<file path="src/rtl/gpio_irq_pkg.sv">
package gpio_irq_pkg;

   typedef enum logic [4:0] {
      SEL_NONE,
      SEL_OUT,
      SEL_IN,
      SEL_DIR,
      SEL_SET,
      SEL_CLR,
      SEL_PEN,
      SEL_PTYP,
      SEL_IEN,
      SEL_ISTAT,
      SEL_IMASK,
      SEL_ICLR,
      SEL_ITYPE,
      SEL_IBOTH,
      SEL_IPOL,
      SEL_DEN,
      SEL_DPRE
   } gsel_e;

   // word offsets of the register map
   localparam logic [15:0] OFS_OUT   = 16'h0000;
   localparam logic [15:0] OFS_IN    = 16'h0004;
   localparam logic [15:0] OFS_DIR   = 16'h0008;
   localparam logic [15:0] OFS_SET   = 16'h0010;
   localparam logic [15:0] OFS_CLR   = 16'h0014;
   localparam logic [15:0] OFS_PEN   = 16'h0018;
   localparam logic [15:0] OFS_PTYP  = 16'h001C;
   localparam logic [15:0] OFS_IEN   = 16'h0020;
   localparam logic [15:0] OFS_ISTAT = 16'h0024;
   localparam logic [15:0] OFS_IMASK = 16'h002C;
   localparam logic [15:0] OFS_ICLR  = 16'h0030;
   localparam logic [15:0] OFS_ITYPE = 16'h0034;
   localparam logic [15:0] OFS_IBOTH = 16'h0038;
   localparam logic [15:0] OFS_IPOL  = 16'h003C;
   localparam logic [15:0] OFS_DEN   = 16'h0040;
   localparam logic [15:0] OFS_DPRE  = 16'h0044;

   function automatic gsel_e decode_addr(input logic [15:0] a);
      gsel_e s;
      case (a)
         OFS_OUT:   s = SEL_OUT;
         OFS_IN:    s = SEL_IN;
         OFS_DIR:   s = SEL_DIR;
         OFS_SET:   s = SEL_SET;
         OFS_CLR:   s = SEL_CLR;
         OFS_PEN:   s = SEL_PEN;
         OFS_PTYP:  s = SEL_PTYP;
         OFS_IEN:   s = SEL_IEN;
         OFS_ISTAT: s = SEL_ISTAT;
         OFS_IMASK: s = SEL_IMASK;
         OFS_ICLR:  s = SEL_ICLR;
         OFS_ITYPE: s = SEL_ITYPE;
         OFS_IBOTH: s = SEL_IBOTH;
         OFS_IPOL:  s = SEL_IPOL;
         OFS_DEN:   s = SEL_DEN;
         OFS_DPRE:  s = SEL_DPRE;
         default:   s = SEL_NONE;
      endcase
      return s;
   endfunction

endpackage

</file>
<file path="src/rtl/gpio_pin_sync.sv">
module gpio_pin_sync #(
   parameter int WIDTH  = 32,
   parameter int STAGES = 2
) (
   input  logic             clk,
   input  logic             rst_n,
   input  logic [WIDTH-1:0] pin_i,
   output logic [WIDTH-1:0] sync_o,
   output logic [WIDTH-1:0] prev_o
);

   logic [WIDTH-1:0] tap [STAGES+1];
   logic [WIDTH-1:0] prev_q;

   assign tap[0] = pin_i;

   for (genvar s = 0; s < STAGES; s++) begin : g_stage
      logic [WIDTH-1:0] q_r;
      always_ff @(posedge clk or negedge rst_n) begin
         if (!rst_n) q_r <= '0;
         else        q_r <= tap[s];
      end
      assign tap[s+1] = q_r;
   end

   always_ff @(posedge clk or negedge rst_n) begin
      if (!rst_n) prev_q <= '0;
      else        prev_q <= tap[STAGES];
   end

   assign sync_o = tap[STAGES];
   assign prev_o = prev_q;

endmodule

</file>
<file path="src/rtl/gpio_trig_detect.sv">
module gpio_trig_detect #(
   parameter int NUM_PINS = 32
) (
   input  logic                clk,
   input  logic                rst_n,
   input  logic [NUM_PINS-1:0] sync_i,
   input  logic [NUM_PINS-1:0] prev_i,
   input  logic [NUM_PINS-1:0] type_i,
   input  logic [NUM_PINS-1:0] pol_i,
   input  logic [NUM_PINS-1:0] both_i,
   input  logic [NUM_PINS-1:0] en_i,
   input  logic [NUM_PINS-1:0] clr_i,
   output logic [NUM_PINS-1:0] status_o
);

   logic [NUM_PINS-1:0] hit_v;
   logic [NUM_PINS-1:0] edge_q;

   for (genvar i = 0; i < NUM_PINS; i++) begin : g_pin
      logic rise, fall, edge_r;

      assign rise     = sync_i[i] & ~prev_i[i];
      assign fall     = ~sync_i[i] & prev_i[i];
      assign hit_v[i] = both_i[i] ? (rise | fall) : (pol_i[i] ? fall : rise);

      // a fresh edge outranks an acknowledge in the same cycle
      always_ff @(posedge clk or negedge rst_n) begin
         if (!rst_n)                   edge_r <= 1'b0;
         else if (type_i[i])           edge_r <= 1'b0;
         else if (en_i[i] && hit_v[i]) edge_r <= 1'b1;
         else if (clr_i[i])            edge_r <= 1'b0;
      end

      assign edge_q[i]   = edge_r;
      assign status_o[i] = type_i[i] ? (en_i[i] & (sync_i[i] ^ pol_i[i])) : edge_r;
   end

   AST_EDGE_STICKY: assert property (@(posedge clk) disable iff (!rst_n)
      ((($past(edge_q) & ~$past(type_i) & ~$past(clr_i)) & ~edge_q) == '0));
   AST_CLR_DROPS: assert property (@(posedge clk) disable iff (!rst_n)
      (($past(clr_i) & ~$past(hit_v & en_i) & edge_q) == '0));
   AST_DISABLED_QUIET: assert property (@(posedge clk) disable iff (!rst_n)
      ((edge_q & ~$past(edge_q) & ~$past(en_i)) == '0));

endmodule

</file>
<file path="src/rtl/gpio_regfile.sv">
module gpio_regfile
   import gpio_irq_pkg::*;
#(
   parameter int NUM_PINS = 32,
   parameter int DATA_W   = 32,
   parameter int ADDR_W   = 8
) (
   input  logic                clk,
   input  logic                rst_n,
   input  logic [ADDR_W-1:0]   bus_addr,
   input  logic                bus_we,
   input  logic [DATA_W-1:0]   bus_wdata,
   output logic [DATA_W-1:0]   bus_rdata,
   input  logic [NUM_PINS-1:0] sync_i,
   input  logic [NUM_PINS-1:0] status_i,
   output logic [NUM_PINS-1:0] out_q,
   output logic [NUM_PINS-1:0] dir_q,
   output logic [NUM_PINS-1:0] en_q,
   output logic [NUM_PINS-1:0] mask_q,
   output logic [NUM_PINS-1:0] type_q,
   output logic [NUM_PINS-1:0] pol_q,
   output logic [NUM_PINS-1:0] both_q,
   output logic [NUM_PINS-1:0] clr_o
);

   gsel_e               sel;
   logic [NUM_PINS-1:0] wbits;
   logic [NUM_PINS-1:0] pen_q, ptyp_q, den_q;
   logic [DATA_W-1:0]   dpre_q;
   logic [NUM_PINS-1:0] rd_pins;
   logic [DATA_W-1:0]   rd_word;

   assign sel   = decode_addr(16'(bus_addr));
   assign wbits = bus_wdata[NUM_PINS-1:0];
   assign clr_o = (bus_we && sel == SEL_ICLR) ? wbits : '0;

   always_ff @(posedge clk or negedge rst_n) begin
      if (!rst_n) begin
         out_q  <= '0;
         dir_q  <= '0;
         en_q   <= '0;
         mask_q <= '0;
         type_q <= '0;
         pol_q  <= '0;
         both_q <= '0;
         pen_q  <= '0;
         ptyp_q <= '0;
         den_q  <= '0;
         dpre_q <= '0;
      end else if (bus_we) begin
         case (sel)
            SEL_OUT:   out_q  <= wbits;
            SEL_SET:   out_q  <= out_q | wbits;
            SEL_CLR:   out_q  <= out_q & ~wbits;
            SEL_DIR:   dir_q  <= wbits;
            SEL_IEN:   en_q   <= wbits;
            SEL_IMASK: mask_q <= wbits;
            SEL_ITYPE: type_q <= wbits;
            SEL_IPOL:  pol_q  <= wbits;
            SEL_IBOTH: both_q <= wbits;
            SEL_PEN:   pen_q  <= wbits;
            SEL_PTYP:  ptyp_q <= wbits;
            SEL_DEN:   den_q  <= wbits;
            SEL_DPRE:  dpre_q <= bus_wdata;
            default: ;
         endcase
      end
   end

   always_comb begin
      rd_pins = '0;
      rd_word = '0;
      case (sel)
         SEL_OUT:   rd_pins = out_q;
         SEL_IN:    rd_pins = sync_i;
         SEL_DIR:   rd_pins = dir_q;
         SEL_PEN:   rd_pins = pen_q;
         SEL_PTYP:  rd_pins = ptyp_q;
         SEL_IEN:   rd_pins = en_q;
         SEL_ISTAT: rd_pins = status_i;
         SEL_IMASK: rd_pins = mask_q;
         SEL_ITYPE: rd_pins = type_q;
         SEL_IBOTH: rd_pins = both_q;
         SEL_IPOL:  rd_pins = pol_q;
         SEL_DEN:   rd_pins = den_q;
         SEL_DPRE:  rd_word = dpre_q;
         default: ;
      endcase
      bus_rdata = rd_word | DATA_W'(rd_pins);
   end

   AST_OUT_HOLD: assert property (@(posedge clk) disable iff (!rst_n)
      !bus_we |=> $stable(out_q));
   AST_SET_ALIAS: assert property (@(posedge clk) disable iff (!rst_n)
      (bus_we && sel == SEL_SET) |=> ((out_q & $past(wbits)) == $past(wbits)));
   AST_CLR_ALIAS: assert property (@(posedge clk) disable iff (!rst_n)
      (bus_we && sel == SEL_CLR) |=> ((out_q & $past(wbits)) == '0));

endmodule

</file>
<file path="src/rtl/gpio_irq_ctrl.sv">
module gpio_irq_ctrl #(
   parameter int NUM_PINS    = 32,
   parameter int DATA_W      = 32,
   parameter int ADDR_W      = 8,
   parameter int SYNC_STAGES = 2
) (
   input  logic                clk,
   input  logic                rst_n,
   input  logic [ADDR_W-1:0]   bus_addr,
   input  logic                bus_we,
   input  logic [DATA_W-1:0]   bus_wdata,
   output logic [DATA_W-1:0]   bus_rdata,
   input  logic [NUM_PINS-1:0] pin_in,
   output logic [NUM_PINS-1:0] pin_out,
   output logic [NUM_PINS-1:0] pin_oe,
   output logic                irq_out
);

   if (NUM_PINS < 1 || NUM_PINS > DATA_W) begin : g_bad_pins
      $error("NUM_PINS must lie between 1 and DATA_W");
   end
   if (ADDR_W < 7 || ADDR_W > 16) begin : g_bad_addr
      $error("ADDR_W must lie between 7 and 16");
   end
   if (SYNC_STAGES < 2) begin : g_bad_sync
      $error("SYNC_STAGES must be at least 2");
   end

   logic [NUM_PINS-1:0] sync_w, prev_w, status_w, clr_w;
   logic [NUM_PINS-1:0] out_w, dir_w, en_w, mask_w, type_w, pol_w, both_w;

   gpio_pin_sync #(.WIDTH(NUM_PINS), .STAGES(SYNC_STAGES)) u_sync (
      .clk    (clk),
      .rst_n  (rst_n),
      .pin_i  (pin_in),
      .sync_o (sync_w),
      .prev_o (prev_w)
   );

   gpio_regfile #(.NUM_PINS(NUM_PINS), .DATA_W(DATA_W), .ADDR_W(ADDR_W)) u_regs (
      .clk       (clk),
      .rst_n     (rst_n),
      .bus_addr  (bus_addr),
      .bus_we    (bus_we),
      .bus_wdata (bus_wdata),
      .bus_rdata (bus_rdata),
      .sync_i    (sync_w),
      .status_i  (status_w),
      .out_q     (out_w),
      .dir_q     (dir_w),
      .en_q      (en_w),
      .mask_q    (mask_w),
      .type_q    (type_w),
      .pol_q     (pol_w),
      .both_q    (both_w),
      .clr_o     (clr_w)
   );

   gpio_trig_detect #(.NUM_PINS(NUM_PINS)) u_trig (
      .clk      (clk),
      .rst_n    (rst_n),
      .sync_i   (sync_w),
      .prev_i   (prev_w),
      .type_i   (type_w),
      .pol_i    (pol_w),
      .both_i   (both_w),
      .en_i     (en_w),
      .clr_i    (clr_w),
      .status_o (status_w)
   );

   assign pin_out = out_w;
   assign pin_oe  = dir_w;
   assign irq_out = |(status_w & en_w & ~mask_w);

   AST_MASK_ALL_QUIET: assert property (@(posedge clk) disable iff (!rst_n)
      (&mask_w) |-> !irq_out);
   AST_IRQ_HAS_SOURCE: assert property (@(posedge clk) disable iff (!rst_n)
      irq_out |-> (status_w != '0));

endmodule

</file>
<file path="config.mk">
export PLATFORM = sky130hd
export DESIGN_NAME = gpio_irq_ctrl
export DESIGN_NICKNAME = d
export VERILOG_FILES = /design/src/rtl/gpio_irq_pkg.sv /design/src/rtl/gpio_pin_sync.sv /design/src/rtl/gpio_trig_detect.sv /design/src/rtl/gpio_regfile.sv /design/src/rtl/gpio_irq_ctrl.sv
export SDC_FILE = /design/constraint.sdc
export NUM_CORES = 1
export LEC_CHECK = 0
export CELL_PAD_IN_SITES_DETAIL_PLACEMENT = 1
export CELL_PAD_IN_SITES_GLOBAL_PLACEMENT = 1
export CORE_MARGIN = 8
export CORE_UTILIZATION = 25
export DETAILED_ROUTE_END_ITERATION = 12
export DONT_BUFFER_PORTS = 1
export PLACE_DENSITY = 0.56
export SYNTH_ARGS = -nofsm -noshare
export SYNTH_HDL_FRONTEND = slang
export SYNTH_SLANG_ARGS = --single-unit
</file>
<file path="constraint.sdc">
create_clock -name clk -period 3 [get_ports clk]
set_clock_uncertainty 0.15 [all_clocks]
set_input_delay 0.15 -clock clk [delete_from_list [all_inputs] [get_ports clk]]
set_output_delay 0.15 -clock clk [all_outputs]
set_load 0.005 [all_outputs]
</file>
==> impl_metrics.yaml, run 1 <==
global_routing:
  grt_pass1_wl_um: 140000
  grt_max_degree: 481
  gr-usage-all-layers: 0.179
  antenna_found_initial: 7
  grt_pass1_vias: 20600
  overflow: 0
power_and_ir_drop:
  powerDensity_mw_per_mm2: 587
  power_frac_clock: 0.435
  internal_power_mw: 12.2
  power_leakage_nw: 12.4
  ir_drop_mv: 0.374
  power_frac_comb: 0.106
  p_sw_frac: 0.268
  seq_power_share: 0.459
  p_sw_mw: 4.46
synth:
  synth_edf_count: 0
  ys_ff_latch: 480
  syn_area_per_cell_sq_um: 9.96
  synth_area_sq_mm: 0.0232
  yosys.cell_count.top_type: "dfrtp_1"
  ys_types: 65
  synth-seq-area-share: 0.518
  synth_top_area_frac: 0.518
  synth_warnings: 0
  synth_area_leaders: "dfrtp_1 52%, o21ai_0 6.5%, nand2_1 6.2%"
  synth_area_leader_cell: "dfrtp_1"
  synthTopCellsByCount: "480 x dfrtp_1, 384 x nand2_1, 302 x o21ai_0"
  syn-instance-count: 2326
  async_reset_ff_frac: 1.00
  synth_flop_cell: "dfrtp_1"
  syn_nets: 2465
status:
  status: "finished with violations"
  violations: "hold timing, slew limit"
timing:
  worst_pin_slew_ns: 3.38
  fin_crit_sh: 0.981
  drv_slew: 376
  finalHoldViolations: 480
  slew_headroom: -1.25
  holdWs_ns: -0.876
  period_needed_ns: 2.94
  rsz0062_at_grt: "no"
  setup_viol: 0
  fin_tns_setup_ns: 0
  fmax_mhz: 340
  setup_slack_ns: 0.0568
placement:
  post-place-cells: 3533
  port_buffers: 0
  dp_slack_ns: 0.121
  gp_congestion: 0.838
  dp_hpwl_um: 61700
routing:
  vias_per_cell: 5.10
  finalWirelength_um: 93900
  wl_per_cell_um: 25.1
  first_pass_iters: 5
  drc_errors: 0
  dr.first_iter.drc_count: 1385
  dr_total_vias: 19100
  drtAntennaViolNets: 0
layout:
  fin_nets: 2595
  area_growth_pct: 22.4
  seqCellArea_sq_mm: 0.0120
  drive_gt1_frac: 0.146
  utilization: 0.309
  fillers: 10300
  final_cells: 3748
  multi_input_area_sq_mm: 0.0103
setup_path:
  cp-start-kind: "input pin"
  cpPeakStageDelay_ns: 0.76
  worst-path-max-fanout: 85
  endpoint_kind: "output port"
  crit_path_top_delay_cell: "a221oi_4"
  required_ns: 2.70
  r2r_slack_ns: 1.37
  arrival_ns: 2.64
  path_cells: "nor2b_2 > a211o_1 > a221oi_4 > buf_12 > and3_1 > a21oi_1 > o221ai_1 > buf_4"
  crit_type: "input pin to output port"
clock_network:
  root_buffer: "clkbuf_16"
  clockBufferDepth: 3
  cts_setup_buffers: 0
  numCtsBuffers: 58
  cts_hold_buf: 106
  htreeDepth: 2
  cts_tree: "built"
  clkTransAtPathRegs_ns: 0.05
  cts.sinks: 480
  clk_latency_ns: 0.63
floorplanning:
  die_height_um: 320
  core_sq_mm: 0.0918
  num_rows: 111
  die_x_um: 320
  io_pins: 172
  die_area_sq_mm: 0.103
  start_util: 0.252
job:
  drv_cap: 0
worst_hold_path:
  hold_class: "input pin to asynchronous set/reset pin"
## timing repair
item | CTS | global route
gates resized for setup | 7 | 2
endpoints found under the setup margin | 1 | 3
pin swaps | 3 | 1
hold endpoints to repair | 896 | 480
## power by group through the flow
| stage | registers, mW | clock network [mW] | logic [mW] |
|---|---|---|---|
| 2_1_floorplan | 7.46 | 0 | 1.14 |
| 3_3_place_gp | 7.72 | 0 | 1.49 |
| 3_5_place_dp | 7.74 | 0 | 1.56 |
| 4_1_cts | 7.63 | 7.46 | 1.77 |
| 5_1_grt | 7.72 | 7.66 | 1.96 |
| 6_report | 7.64 | 7.24 | 1.76 |
## path summary, 6_finish.rpt
| kind | startpoint | depth (start not counted) | to |
|---|---|---|---|
| setup / recovery | bus_addr[2] | 8 | bus_rdata[25] |
| hold / removal | rst_n | 0 | u_sync.g_stage[0].q_r[1] |
| setup reg to reg | u_sync.sync_o[8] | 5 | u_trig.g_pin[8].edge_r |
| hold reg to reg | u_sync.g_stage[0].q_r[6] | 0 | u_sync.sync_o[6] |
| max in group asynchronous | rst_n | 0 | u_regs.pol_q[24] |
| min in group clk | bus_we | 4 | u_regs.den_q[13] |
## per-layer routing
| metal | track usage | share of wire |
|---|---|---|
| met1 | 0.240 | 0.45 |
| met2 | 0.284 | 0.45 |
| met3 | 0.0418 | 0.063 |
| met4 | 0.0603 | 0.032 |
| met5 | 0 | 0.00044 |
## critical path, delay by kind of cell
family,cells,cell delay (ns)
buf+inv,2,0.47
compound gates,4,1.58
simple gates,2,0.40
## cell usage in the layout (no fill, tap or decap), types with 23 or more instances in the layout
master,netlist,final
buf_4,2,91
mux2_2,97,97
nand3_1,57,51
nor2b_1,26,23
inv_1,109,109
dlygate4sd3_1,0,106
ha_1,64,64
o21ai_0,302,302
and3_1,35,34
o211ai_1,36,36
a21o_1,39,39
nor2_1,41,39
xor2_1,32,32
a21oi_1,122,120
clkbuf_16,0,59
mux2_4,29,29
a22oi_1,52,52
o221ai_1,24,23
nand2_1,384,381
o22ai_1,28,28
dfrtp_1,480,478
a22o_1,37,37
## cell families (layout without fill, tap and decap cells)
group	count (synthesis)	count (layout)	share of synthesized area
XOR/XNOR	33	33	0.0125
AO/OA/AOI/OAI	738	738	0.199
multiplexers	131	131	0.0681
AND/OR/NAND/NOR	624	624	0.124
buffers and inverters	256	431	0.0438
adder cells (fa/ha/maj)	64	64	0.0346
flip-flops	480	480	0.518
other	0	4	0
## per-stage QoR
step / total power [mW] / instance area (sq um)
6_report: 16.6 / 28400
4_1_cts: 16.9 / 28300
3_5_place_dp: 9.30 / 25300
3_3_place_gp: 9.21 / 25300
2_1_floorplan: 8.60 / 23200
5_1_grt: 17.3 / 28400
## layout make-up
class                      instances  share of cell area
clock buffer                      87              0.0600
sequential                       480               0.424
tap                             1243              0.0548
clock inverter                    18             0.00807
inverter                         109              0.0144
multi-input combinational       1590               0.363
antenna                            4            0.000353
timing repair buffer             217              0.0756
Note: power is estimated with default switching activity, not from simulation.
==> run 2: changes to the inputs <==
Settings changed: CTS_CLUSTER_SIZE set to 12, PLACE_DENSITY 0.56 to 0.55, SYNTH_HIERARCHICAL set to 1.
==> run 2 against run 1 <==
The run ends with hold timing left. Die area increased by 2.1%. Critical path depth shrank 2. Setup slack gained 0.064 ns. Largest power group unchanged. Non-clock buffer count is 17 lower. Total power shrank 2.9%. Largest cell class unchanged.
==> impl_metrics.yaml, run 2 <==
worst_hold_path:
  hold_class: "input pin to asynchronous set/reset pin"
status:
  violations: "hold timing"
  status: "finished with violations"
routing:
  first_pass_iters: 5
  wl_per_cell_um: 26.4
  dr_total_vias: 17400
  finalWirelength_um: 91200
  drtAntennaViolNets: 0
  vias_per_cell: 5.06
  drc_errors: 0
  dr.first_iter.drc_count: 1125
timing:
  period_needed_ns: 2.88
  fin_crit_sh: 0.960
  worst_pin_slew_ns: 1.00
  setup_slack_ns: 0.121
  setup_viol: 0
  fmax_mhz: 347
  rsz0062_at_grt: "yes"
  slew_headroom: 0.332
  drv_slew: 0
  holdWs_ns: -0.916
  finalHoldViolations: 480
power_and_ir_drop:
  total_power_mw: 16.1
  p_sw_mw: 4.28
  power_leakage_nw: 12.8
  seq_power_share: 0.462
  power_frac_clock: 0.438
  ir_drop_mv: 0.449
  powerDensity_mw_per_mm2: 562
  internal_power_mw: 11.9
  power_frac_comb: 0.100
  p_sw_frac: 0.265
placement:
  dp_hpwl_um: 60400
  post-place-cells: 3225
  dp_slack_ns: 0.339
  gp_congestion: 0.804
  place_area_sq_mm: 0.0256
  port_buffers: 0
clock_network:
  clockBufferDepth: 3
  clk_latency_ns: 0.63
  clkTransAtPathRegs_ns: 0.06
  root_buffer: "clkbuf_16"
  cts_tree: "built"
  numCtsBuffers: 58
  cts.sinks: 480
  cts_hold_buf: 114
  htreeDepth: 2
  cts_setup_buffers: 0
layout:
  final_area_sq_mm: 0.0287
  final_cell_mix: "478 x dfrtp_1, 186 x mux2_1, 156 x mux2_2, 152 x nand2_1, 114 x dlygate4sd3_1"
  seqCellArea_sq_mm: 0.0120
  fin_nets: 2273
  layout_commonest_cell: "dfrtp_1"
  drive_gt1_frac: 0.176
  area_growth_pct: 21.2
  final_cells: 3449
  multi_input_area_sq_mm: 0.0110
  fillers: 10400
floorplanning:
  die_height_um: 324
  io_pins: 172
  die_x_um: 324
  die_area_sq_mm: 0.105
  core_sq_mm: 0.0944
  num_rows: 113
  start_util: 0.251
synth:
  yosys.cell_count.top_type: "dfrtp_1"
  synth_flop_cell: "dfrtp_1"
  syn_nets: 2148
  synthTopCellsByCount: "480 x dfrtp_1, 186 x mux2_1, 156 x mux2_2"
  synth_area_leaders: "dfrtp_1 51%, mux2_1 8.8%, mux2_2 7.4%"
  synth_area_sq_mm: 0.0237
  async_reset_ff_frac: 1.00
  synth_area_leader_cell: "dfrtp_1"
  syn-instance-count: 2009
  ys_ff_latch: 480
  synth-seq-area-share: 0.507
  synth_edf_count: 0
  syn_area_per_cell_sq_um: 11.8
  synth_warnings: 6
  ys_types: 67
  synth_top_area_frac: 0.507
setup_path:
  reg2reg_to: "u_regs/out_q[4]"
  r2r_start: "u_regs/out_q[4]"
  required_ns: 2.70
  r2r_slack_ns: 1.37
  cp-start-kind: "register"
  crit_type: "register to output port"
  arrival_ns: 2.58
  endpoint_kind: "output port"
  r2r_cells: 3
  worst-path-max-fanout: 5
global_routing:
  overflow: 0
  grt_pass1_vias: 18800
  grt_pass1_wl_um: 134000
  grt_max_degree: 481
  antenna_found_initial: 6
  gr-usage-all-layers: 0.171
job:
  drv_cap: 0
## run 2: cell count changes after synthesis, moves of 37 or more
| cell | delta |
|---|---|
| mux2i_1 | +97 |
| a21o_1 | -37 |
| and2_1 | +38 |
| mux2_1 | +186 |
| clkbuf_1 | -37 |
| o21ai_0 | -266 |
| a21oi_1 | -110 |
| o21ai_1 | +38 |
| nand2_1 | -232 |
| mux2_2 | +59 |
## run 2: how the worst max path moves through the flow
stage / startpoint / to / cells past startpoint
final: u_sync/sync_o[9] / bus_rdata[9] / 6
after global routing: u_sync/sync_o[20] / bus_rdata[20] / 7
after CTS: u_sync/sync_o[17] / bus_rdata[17] / 8
after detailed placement: bus_addr[5] / bus_rdata[15] / 5
after global placement: bus_addr[5] / bus_rdata[0] / 4
after floorplan: bus_addr[5] / u_regs/dir_q[0] / 8
## run 2: timing repair
| item | in CTS | in global routing |
|---|---|---|
| pin swaps | 1 | 1 |
| gates resized for setup | 12 | 17 |
| endpoints found under the hold margin | 896 | 480 |
| endpoints found under the setup margin | 8 | 11 |
## run 2: area by class of cell
type                       instances  area share
timing repair buffer             200      0.0657
tap                             1265      0.0551
antenna                            3    0.000261
clock buffer                      83      0.0570
clock inverter                    24     0.00841
inverter                          83      0.0109
multi-input combinational       1311       0.384
sequential                       480       0.418
## run 2: layer usage
layer / vias up / routed length, um / part of all wire / track usage
met5: - / 0 / 0 / 0
met4: 0 / 3100 / 0.034 / 0.0580
met3: 156 / 6210 / 0.068 / 0.0474
met2: 436 / 42000 / 0.46 / 0.273
met1: 9288 / 39900 / 0.44 / 0.223
li1: 7559 / - / - / -
## run 2: through the flow
step	util	setup TNS, ns
2_1_floorplan	-	0
3_3_place_gp	0.271	0
3_5_place_dp	0.271	0
4_1_cts	0.303	0
5_1_grt	0.304	-0.0178
6_report	0.304	0
## run 2: kinds of logic (layout without fill, tap and decap cells)
kind of cell | count (synthesis) | count (layout) | share of synthesized area
compound gates | 365 | 365 | 0.111
xor+xnor | 34 | 34 | 0.0126
fa+ha+maj | 64 | 64 | 0.0338
buf+inv | 218 | 390 | 0.0373
flops | 480 | 480 | 0.507
mux | 444 | 444 | 0.206
other cells | 0 | 3 | 0
simple gates | 404 | 404 | 0.0925
## run 2: worst max-delay path, cell delays in order (launching register included)
cell and delay, ns:
dfrtp_1 0.48, xnor2_1 0.22, o21ai_1 0.11, a22oi_1 0.17
o221ai_1 0.15, a211oi_1 0.48, o221ai_1 0.33
## run 2: power groups by stage
stage	registers, mW	clock network [mW]	logic [mW]
final	7.46	7.08	1.61
after global routing	7.53	7.52	1.78
after CTS	7.47	7.29	1.60
after detailed placement	7.58	0	1.33
after global placement	7.55	0	1.25
after floorplan	7.36	0	1.07
==> run 3: changes to the inputs <==
==> constraint.sdc (replaced) <==
create_clock -name clk -period 3 [get_ports clk]
set_clock_uncertainty 0.15 [all_clocks]
set_input_delay 0.3 -clock clk [delete_from_list [all_inputs] [get_ports clk]]
set_output_delay 0.3 -clock clk [all_outputs]
set_load 0.005 [all_outputs]
==> run 3 against run 2 <==
The flow finishes with violations (hold timing, slew limit). Worst hold slack improved by 0.15 ns. Cell count down 0.64%. Register-to-register slack improved by 0.02 ns. Final area up 1.1%. Core utilization grew 0.35 points. Routed wire length increased by 0.38%. Clock power up 14%. Sequential power is essentially flat. Critical endpoint is now bus_rdata[0]. Largest cell class unchanged.
==> impl_metrics.yaml, run 3 (synthesized netlist as in run 2, its figures left out) <==
routing:
  drc_errors: 0
  wl_per_cell_um: 26.7
  finalWirelength_um: 91600
  wl_met1_um: 41300
  dr_total_vias: 17400
  dr.first_iter.drc_count: 1242
  wl_met3_um: 5290
  dr_wl_met2_um: 41600
  top_layer: "met4"
  first_pass_iters: 5
  vias_per_cell: 5.08
  drtAntennaViolNets: 0
clock_network:
  root_buffer: "clkbuf_16"
  numCtsBuffers: 61
  cts_tree: "built"
  clkTransAtPathRegs_ns: 0.06
  cts_hold_buf: 64
  clk_latency_ns: 0.64
  clockBufferDepth: 3
  htreeDepth: 2
  cts.sinks: 480
global_routing:
  grt_max_degree: 481
  grt_pass1_wl_um: 135000
  gr-usage-all-layers: 0.172
  antenna_found_initial: 3
  grt_pass1_vias: 18900
  overflow: 0
timing:
  finalHoldViolations: 480
  setup_viol: 0
  rsz0062_at_grt: "yes"
  drv_slew: 393
  fin_crit_sh: 0.982
  slew_headroom: -0.730
  holdWs_ns: -0.763
  fmax_mhz: 339
  period_needed_ns: 2.95
  setup_slack_ns: 0.0544
  worst_pin_slew_ns: 2.60
placement:
  dp_slack_ns: 0.169
  gp_congestion: 0.818
  dp_hpwl_um: 60900
  place_area_sq_mm: 0.0257
  port_buffers: 0
layout:
  fillers: 10400
  layout_commonest_cell: "dfrtp_1"
  final_area_sq_mm: 0.0290
  final_cell_mix: "457 x dfrtp_1, 186 x mux2_1, 155 x mux2_2, 151 x nand2_1, 101 x mux2i_1"
  fin_nets: 2250
  drive_gt1_frac: 0.223
  area_growth_pct: 22.5
  utilization: 0.307
floorplanning:
  die_x_um: 324
  core_sq_mm: 0.0944
  start_util: 0.251
  num_rows: 113
  die_height_um: 324
  die_area_sq_mm: 0.105
  io_pins: 172
status:
  violations: "hold timing, slew limit"
  status: "finished with violations"
setup_path:
  path_cells: "xnor2_2 > o21ai_2 > a22oi_1 > o22ai_1 > a2111oi_2 > buf_4 > o2111ai_4 > buf_6"
  crit_family: "compound AO/OA/AOI/OAI gates"
  cpPeakStageDelay_ns: 0.48
  arrival_ns: 2.50
  endpoint_kind: "output port"
  required_ns: 2.55
  crit_path_top_delay_cell: "dfrtp_2"
  worst-path-max-fanout: 2
  crit_type: "register to output port"
  path_buf_inv: 2
  cp-start-kind: "register"
power_and_ir_drop:
  total_power_mw: 17.2
  powerDensity_mw_per_mm2: 591
  ir_drop_mv: 0.429
  power_leakage_nw: 13.0
job:
  drv_cap: 0
worst_hold_path:
  hold_class: "input pin to asynchronous set/reset pin"
## run 3: area by class of cell
type	instances	area (sq um)	share of cell area
inverters	83	312	0.0107
well taps	1265	1580	0.0545
clock buffers	80	1760	0.0606
multi-input cells	1311	11300	0.389
clock inverters	31	455	0.0157
diodes	3	7.51	0.000259
flip-flops and latches	480	12000	0.415
repair buffers	174	1570	0.0542
## run 3: through the flow
stage	cells	TNS, ns
after floorplan	2009	0
after global placement	3241	0
after detailed placement	3241	0
after CTS	3423	-0.0398
after global routing	3427	-0.0811
final	3427	0
## run 3: final timing paths
path,from,endpoint,slack (ns),depth (start not counted)
min,rst_n,u_sync/g_stage[0].q_r[17],-0.76,0
min in group clk,bus_we,u_regs/both_q[15],0.05,3
max,u_sync/sync_o[0],bus_rdata[0],0.05,8
max in group asynchronous,rst_n,u_sync/sync_o[20],1.24,0
max reg2reg,u_sync/sync_o[0],u_trig/g_pin[0].edge_r,1.39,5
min reg2reg,u_sync/g_stage[0].q_r[31],u_sync/sync_o[31],0.20,0
## run 3: routing by layer
layer	vias to the layer above	GRT usage
li1	7527	-
met4	0	0.0614
met2	448	0.271
met1	9284	0.233
met3	155	0.0365
met5	-	0
## run 3: repair_timing
action	4_1_cts	5_1_grt
endpoints found under the setup margin	21	19
buffers inserted	7	1
resized for setup	60	45
pin swaps	13	26
hold endpoints to repair	896	480
## run 3: power by group
part	switching, mW	internal, mW	leakage, nW
registers	0.484	6.99	6.34
logic	0.861	0.734	5.53
clock network	3.05	5.05	1.09
total	4.39	12.8	13.0
## run 3: worst register-to-register path: cells and delay by family (launching register included)
family,cells,cell delay (ns)
flip-flops,1,0.48
AO/OA/AOI/OAI,2,0.34
buffers and inverters,1,0.20
adder cells (fa/ha/maj),1,0.20
AND/OR/NAND/NOR,1,0.12
